[src/rtl/burst_seq_pkg.sv]
package burst_seq_pkg;

   // Selects how the beat order is chosen
   localparam int ORDER_PIN    = 0;  // order_il input picks at run time
   localparam int ORDER_LINEAR = 1;  // fixed wrapping count
   localparam int ORDER_XOR    = 2;  // fixed interleaved order

   typedef enum logic [1:0] {
      LD_NONE  = 2'd0,
      LD_CPU   = 2'd1,
      LD_CACHE = 2'd2
   } load_src_e;

   function automatic bit is_pow2(input int n);
      return (n >= 2) && ((n & (n - 1)) == 0);
   endfunction

endpackage

[src/rtl/bseq_load_arb.sv]
module bseq_load_arb
   import burst_seq_pkg::*;
#(
   parameter int ADDR_W = 20
) (
   input  logic              strb_cpu,
   input  logic [ADDR_W-1:0] addr_cpu,
   input  logic              strb_cache,
   input  logic [ADDR_W-1:0] addr_cache,
   output logic              load,
   output logic [ADDR_W-1:0] load_addr
);

   load_src_e src;

   // The processor strobe has fixed priority over the cache strobe
   always_comb begin
      if (strb_cpu)        src = LD_CPU;
      else if (strb_cache) src = LD_CACHE;
      else                 src = LD_NONE;
   end

   always_comb begin
      unique case (src)
         LD_CPU:   load_addr = addr_cpu;
         LD_CACHE: load_addr = addr_cache;
         default:  load_addr = '0;
      endcase
   end

   assign load = (src != LD_NONE);

   always_comb begin
      if (strb_cpu && strb_cache)
         assert_prio_R4: assert (src == LD_CPU);
   end

endmodule

[src/rtl/bseq_beat_ctr.sv]
module bseq_beat_ctr #(
   parameter int BURST_LEN = 4,
   parameter int BEAT_W    = $clog2(BURST_LEN)
) (
   input  logic              clk,
   input  logic              rst_n,
   input  logic              load,
   input  logic              adv_n,
   output logic [BEAT_W-1:0] beat,
   output logic              active,
   output logic              last
);

   localparam logic [BEAT_W-1:0] LAST_BEAT = BEAT_W'(BURST_LEN - 1);

   logic step;

   assign last = (beat == LAST_BEAT);
   assign step = active && !adv_n && !load;

   always_ff @(posedge clk or negedge rst_n) begin
      if (!rst_n) begin
         beat   <= '0;
         active <= 1'b0;
      end else if (load) begin
         beat   <= '0;
         active <= 1'b1;
      end else if (step) begin
         if (last) begin
            beat   <= '0;
            active <= 1'b0;
         end else begin
            beat   <= beat + 1'b1;
         end
      end
   end

   assert_adv_step_R5: assert property (@(posedge clk) disable iff (!rst_n)
      (active && !adv_n && !load && !last) |=> (active && beat == $past(beat) + 1'b1));

   assert_hold_R6: assert property (@(posedge clk) disable iff (!rst_n)
      (active && adv_n && !load) |=> ($stable(beat) && active));

   assert_end_R10: assert property (@(posedge clk) disable iff (!rst_n)
      (active && !adv_n && !load && last) |=> (!active && beat == '0));

   assert_idle_R11: assert property (@(posedge clk) disable iff (!rst_n)
      (!active && !load) |=> (!active && $stable(beat)));

   assert_restart_R12: assert property (@(posedge clk) disable iff (!rst_n)
      load |=> (active && beat == '0));

endmodule

[src/rtl/bseq_order_map.sv]
module bseq_order_map
   import burst_seq_pkg::*;
#(
   parameter int BEAT_W     = 2,
   parameter int ORDER_MODE = ORDER_PIN
) (
   input  logic [BEAT_W-1:0] start_lo,
   input  logic [BEAT_W-1:0] beat,
   input  logic              order_il,
   output logic [BEAT_W-1:0] beat_lo
);

   logic [BEAT_W-1:0] lin_lo;
   logic [BEAT_W-1:0] xor_lo;

   assign lin_lo = start_lo + beat;   // wraps within the window
   assign xor_lo = start_lo ^ beat;

   generate
      if (ORDER_MODE == ORDER_LINEAR) begin : g_lin
         logic unused_sel;
         assign unused_sel = order_il ^ (|xor_lo);
         assign beat_lo    = lin_lo;
      end else if (ORDER_MODE == ORDER_XOR) begin : g_xor
         logic unused_sel;
         assign unused_sel = order_il ^ (|lin_lo);
         assign beat_lo    = xor_lo;
      end else begin : g_pin
         assign beat_lo = order_il ? xor_lo : lin_lo;
      end
   endgenerate

   // Both orders begin on the loaded start field
   always_comb begin
      if (beat == '0)
         assert_first_beat_R7: assert (beat_lo == start_lo);
   end

endmodule

[src/rtl/burst_addr_seq.sv]
module burst_addr_seq
   import burst_seq_pkg::*;
#(
   parameter int ADDR_W     = 20,
   parameter int BURST_LEN  = 4,
   parameter int ORDER_MODE = ORDER_PIN,
   localparam int BEAT_W    = $clog2(BURST_LEN)
) (
   input  logic              clk,
   input  logic              rst_n,
   input  logic              strb_cpu,
   input  logic [ADDR_W-1:0] addr_cpu,
   input  logic              strb_cache,
   input  logic [ADDR_W-1:0] addr_cache,
   input  logic              adv_n,
   input  logic              order_il,
   output logic [ADDR_W-1:0] addr_out,
   output logic              burst_active,
   output logic [BEAT_W-1:0] beat_idx
);

   localparam int HI_W = ADDR_W - BEAT_W;

   // Elaboration-time parameter checks
   if (!is_pow2(BURST_LEN)) begin : g_bad_len
      $error("burst_addr_seq: BURST_LEN must be a power of two of at least 2");
   end
   if (HI_W < 1) begin : g_bad_addr
      $error("burst_addr_seq: ADDR_W must exceed the beat field width");
   end
   if (ORDER_MODE < ORDER_PIN || ORDER_MODE > ORDER_XOR) begin : g_bad_mode
      $error("burst_addr_seq: ORDER_MODE out of range");
   end

   logic              load_w;
   logic [ADDR_W-1:0] load_addr_w;
   logic [ADDR_W-1:0] start_q;
   logic [BEAT_W-1:0] beat_w;
   logic              active_w;
   logic              last_w;
   logic [BEAT_W-1:0] beat_lo_w;
   logic              use_xor;

   bseq_load_arb #(.ADDR_W(ADDR_W)) u_arb (
      .strb_cpu   (strb_cpu),
      .addr_cpu   (addr_cpu),
      .strb_cache (strb_cache),
      .addr_cache (addr_cache),
      .load       (load_w),
      .load_addr  (load_addr_w)
   );

   always_ff @(posedge clk or negedge rst_n) begin
      if (!rst_n)      start_q <= '0;
      else if (load_w) start_q <= load_addr_w;
   end

   bseq_beat_ctr #(.BURST_LEN(BURST_LEN), .BEAT_W(BEAT_W)) u_ctr (
      .clk    (clk),
      .rst_n  (rst_n),
      .load   (load_w),
      .adv_n  (adv_n),
      .beat   (beat_w),
      .active (active_w),
      .last   (last_w)
   );

   bseq_order_map #(.BEAT_W(BEAT_W), .ORDER_MODE(ORDER_MODE)) u_map (
      .start_lo (start_q[BEAT_W-1:0]),
      .beat     (beat_w),
      .order_il (order_il),
      .beat_lo  (beat_lo_w)
   );

   assign addr_out     = {start_q[ADDR_W-1:BEAT_W], beat_lo_w};
   assign burst_active = active_w;
   assign beat_idx     = beat_w;

   generate
      if (ORDER_MODE == ORDER_LINEAR)   begin : g_ord_lin assign use_xor = 1'b0;     end
      else if (ORDER_MODE == ORDER_XOR) begin : g_ord_xor assign use_xor = 1'b1;     end
      else                              begin : g_ord_pin assign use_xor = order_il; end
   endgenerate

   assert_cpu_load_R2: assert property (@(posedge clk) disable iff (!rst_n)
      strb_cpu |=> (addr_out == $past(addr_cpu) && burst_active && beat_idx == '0));

   assert_cache_load_R3: assert property (@(posedge clk) disable iff (!rst_n)
      (strb_cache && !strb_cpu) |=> (addr_out == $past(addr_cache) && burst_active));

   assert_hold_addr_R6: assert property (@(posedge clk) disable iff (!rst_n)
      (burst_active && adv_n && !strb_cpu && !strb_cache) |=> $stable(addr_out));

   assert_linear_R7: assert property (@(posedge clk) disable iff (!rst_n)
      (burst_active && !load_w && !use_xor && !order_il) |=>
         ((addr_out[BEAT_W-1:0] - beat_idx) == $past(addr_out[BEAT_W-1:0] - beat_idx)));

   assert_xor_R8: assert property (@(posedge clk) disable iff (!rst_n)
      (burst_active && !load_w && use_xor && $stable(order_il)) |=>
         ((addr_out[BEAT_W-1:0] ^ beat_idx) == $past(addr_out[BEAT_W-1:0] ^ beat_idx)));

   assert_upper_R9: assert property (@(posedge clk) disable iff (!rst_n)
      (burst_active && !load_w) |=> (addr_out[ADDR_W-1:BEAT_W] == $past(addr_out[ADDR_W-1:BEAT_W])));

   assert_idle_addr_R11: assert property (@(posedge clk) disable iff (!rst_n)
      (!burst_active && !load_w) |=> $stable(addr_out));

endmodule

[config.mk]
export PLATFORM = sky130hd
export DESIGN_NAME = burst_addr_seq
export DESIGN_NICKNAME = d
export VERILOG_FILES = /design/src/rtl/burst_seq_pkg.sv /design/src/rtl/bseq_load_arb.sv /design/src/rtl/bseq_beat_ctr.sv /design/src/rtl/bseq_order_map.sv /design/src/rtl/burst_addr_seq.sv
export SDC_FILE = /design/constraint.sdc
export NUM_CORES = 1
export LEC_CHECK = 0
export BUFFER_PORTS_ARGS = -buffer_cell sky130_fd_sc_hd__buf_2
export CORE_ASPECT_RATIO = 0.6
export CORE_MARGIN = 10
export CORE_UTILIZATION = 35
export CTS_CLUSTER_DIAMETER = 30
export DETAILED_ROUTE_END_ITERATION = 16
export PLACE_DENSITY = 0.67
export SYNTH_ARGS = -nofsm -noshare
export SYNTH_HDL_FRONTEND = slang
export SYNTH_HIERARCHICAL = 1
export SYNTH_SLANG_ARGS = --single-unit
export TNS_END_PERCENT = 100
[constraint.sdc]
create_clock -name clk -period 0.9 [get_ports clk]
set_input_delay 0.18 -clock clk [delete_from_list [all_inputs] [get_ports clk]]
set_output_delay 0.18 -clock clk [all_outputs]
set_load 0.005 [all_outputs]
==> impl_metrics.yaml <==
grt:
  grt_first_pass_wirelength_mm: 5.89
  antenna_found_initial: 0
  grt_max_degree: 24
  grt-ovfl-total: 0
  first_global_vias: 1145
  track_usage_pct: 10.8
sta:
  fin_ws_ps: -485
  tns_ps: -3560
  setup_viol: 27
  clock_skew_ps: 0.0732
  final_max_slew_viol_count: 0
  fmax_mhz: 722
  worst_pin_slew_ps: 316
  fin_crit_sh_pct: 154
  min_period_ps: 1380
  grt_setup_unrepaired: "true"
  slew_headroom_pct: 78.9
  hold_violations: 0
hold_path:
  hp-class: "in -> reg"
  worstHoldStart: "addr_cache[1]"
synthesis:
  synthCells: 104
  ys.warnings.count: 6
  syn_avg_cell_area_um2: 13.1
  synth.distinct_cells: 17
  yosysSeqAreaShare_pct: 42.1
  syn_nets: 152
  netlist_area_um2: 1370
  ys_ff_latch: 23
layout:
  layout.nets: 232
  area_growth_pct: 49.2
  n_fill_cell: 323
  diodes: 0
  drive_gt1_share_pct: 72.7
power_and_ir_drop:
  power.leakage_nw: 1.10
  switching_share_pct: 25.1
  power_density_nw_per_um2: 1300
  power_frac_comb_pct: 30.7
  p_int_mw: 1.98
  seqPwrFrac_pct: 45.3
  irDropWorstVdd_mv: 0.995
  p_clk_share_pct: 24.0
  switchingPower_mw: 0.663
placed_design:
  place_hpwl_mm: 2.85
  pre_cts_slack_ps: -329
  numPortBuffers: 68
  gp_congestion: 0.799
critical_path:
  crit_required_ps: 720
  arrival_ps: 1200
  critPathMaxStageDelay_ps: 420
  start_kind: "flip-flop"
  path_max_fanout: 2
  crit_chain: "ha_4 -> nor2b_4 -> xnor2_2 -> buf_2"
  end_kind: "primary output"
  rr_startpoint: "u_ctr/beat[0]"
  worstSetupPathType: "reg -> out"
  worstSetupStartpoint: "start_q[0]"
  cp_slowest_cell: "dfrtp_1"
clock_tree:
  clock_latency_ps: 260
  cts_sinks: 23
  cts.path.max_buffers: 2
  clock-root-buffer: "clkbuf_8"
  clkTransAtPathRegs_ps: 80
  cts_made_buffers: 3
  cts.htree.levels: 1
  cts_tree: "done"
floorplanning:
  die_x_um: 101
  start_util_pct: 36.7
  die_area_um2: 6880
  fp-row-count: 17
  ios: 69
  core_um2: 3720
  fp.dieH_um: 68.4
route:
  num_vias: 1066
  viasPerCell: 4.63
  firstDrtPassIters: 3
  finalWirelength_mm: 3.85
  drtAntennaViolNets: 0
  routedWlPerCell_um: 16.7
  drc: 0
  dr.first_iter.drc_count: 7
run:
  cap_violations: 0
outcome:
  violations: "setup timing"
  status: "finished with violations"
-- cell usage after synthesis (all sizes together) --
cell    count  share of area [%]
buf        24                 14
dfrtp      23                 42
mux2       20                 22
a22o       19                 12
nor2        3               0.82
nor2b       3                1.9
ha          2                1.8
mux2i       2                1.5
nand2       2               0.55
xnor2       2                1.3
a21o        1               0.64
nand2b      1               0.46
o21ai       1               0.37
or2         1               0.46
-- through the flow --
stage                     total power, mW  std cells  cell area [um2]  hold slack [ps]  utilization (%)
final                                2.64        230             2040              260             54.8
after global routing                 2.79        230             2040              265             54.8
after CTS                            2.56        224             1910              259             51.2
after detailed placement             1.81        202             1670              178             44.9
after global placement               1.79        202             1670              166             44.9
after floorplan                      1.64        104             1400             -116                -
-- cell type report --
type	count	area (um2)	share of cell area, %
Timing Repair Buffer	98	687	33.7
Multi-Input combinational cell	58	669	32.8
Sequential cell	23	577	28.3
Tap cell	47	58.8	2.89
Clock buffer	3	41.3	2.03
Clock inverter	1	5.00	0.246
-- power by group through the flow --
stage | Clock, mW | Combinational, mW | Sequential [mW]
2_1_floorplan | 0 | 0.453 | 1.19
3_3_place_gp | 0 | 0.587 | 1.20
3_5_place_dp | 0 | 0.604 | 1.21
4_1_cts | 0.652 | 0.730 | 1.18
5_1_grt | 0.696 | 0.881 | 1.21
6_report | 0.635 | 0.809 | 1.20
-- what timing repair did --
item	CTS	global route
setup buffers	17	5
cloned	1	1
gates resized for setup	11	17
endpoints found under the setup margin	46	50
hold buffers	1	0
hold endpoints to repair	23	0
pin swaps	5	1
-- layer usage --
| layer | vias to the layer above | track usage (%) | routed length [um] |
|---|---|---|---|
| met5 | - | 0 | 0 |
| met4 | 0 | 3.16 | 34 |
| met3 | 2 | 4.22 | 296 |
| met2 | 32 | 17.9 | 1860 |
| met1 | 521 | 13.0 | 1660 |
| li1 | 511 | - | - |
-- path summary, 6_finish.rpt --
check | end | slack, ps | cells past startpoint
setup / recovery | addr_out[1] | -480 | 4
hold / removal | start_q[1] | 260 | 3
setup reg to reg | u_ctr/beat[1] | -270 | 5
min in group asynchronous | start_q[7] | 360 | 2
hold reg to reg | start_q[11] | 520 | 1
max in group asynchronous | u_ctr/beat[1] | 270 | 2
-- state kept, by name, summed over array words and instances (netlist names) --
register / count
u_ctr/beat: 2
start_q: 20
u_ctr/active: 1
-- critical path, delay by kind of cell (launching register included) --
kind / cells / cell delay (ps)
adders and majority gates: 1 / 160
buffers and inverters: 1 / 130
DFF: 1 / 420
xor gates and xnor gates: 1 / 110
and+or+nand+nor: 1 / 120
-- cell usage in the layout, fill, tap and decap left out, drive strengths merged, types with 2 or more instances in the layout --
master,Yosys,routed
mux2,20,20
dfrtp,23,23
nand2,2,2
ha,2,2
xnor2,2,2
clkbuf,0,6
mux2i,2,2
nor2,3,3
nor2b,3,3
a22o,19,19
or2,1,2
buf,24,94
-- logic make-up after synthesis --
kind of cell | after synthesis | synth area share (%)
XOR/XNOR | 2 | 1.28
adder cells (fa/ha/maj) | 2 | 1.83
multiplexers | 22 | 23.4
buffers and inverters | 24 | 13.9
AND/OR/NAND/NOR | 10 | 4.21
AO/OA/AOI/OAI | 21 | 13.2
flip-flops | 23 | 42.1
Power figures use the tool's default switching activity.
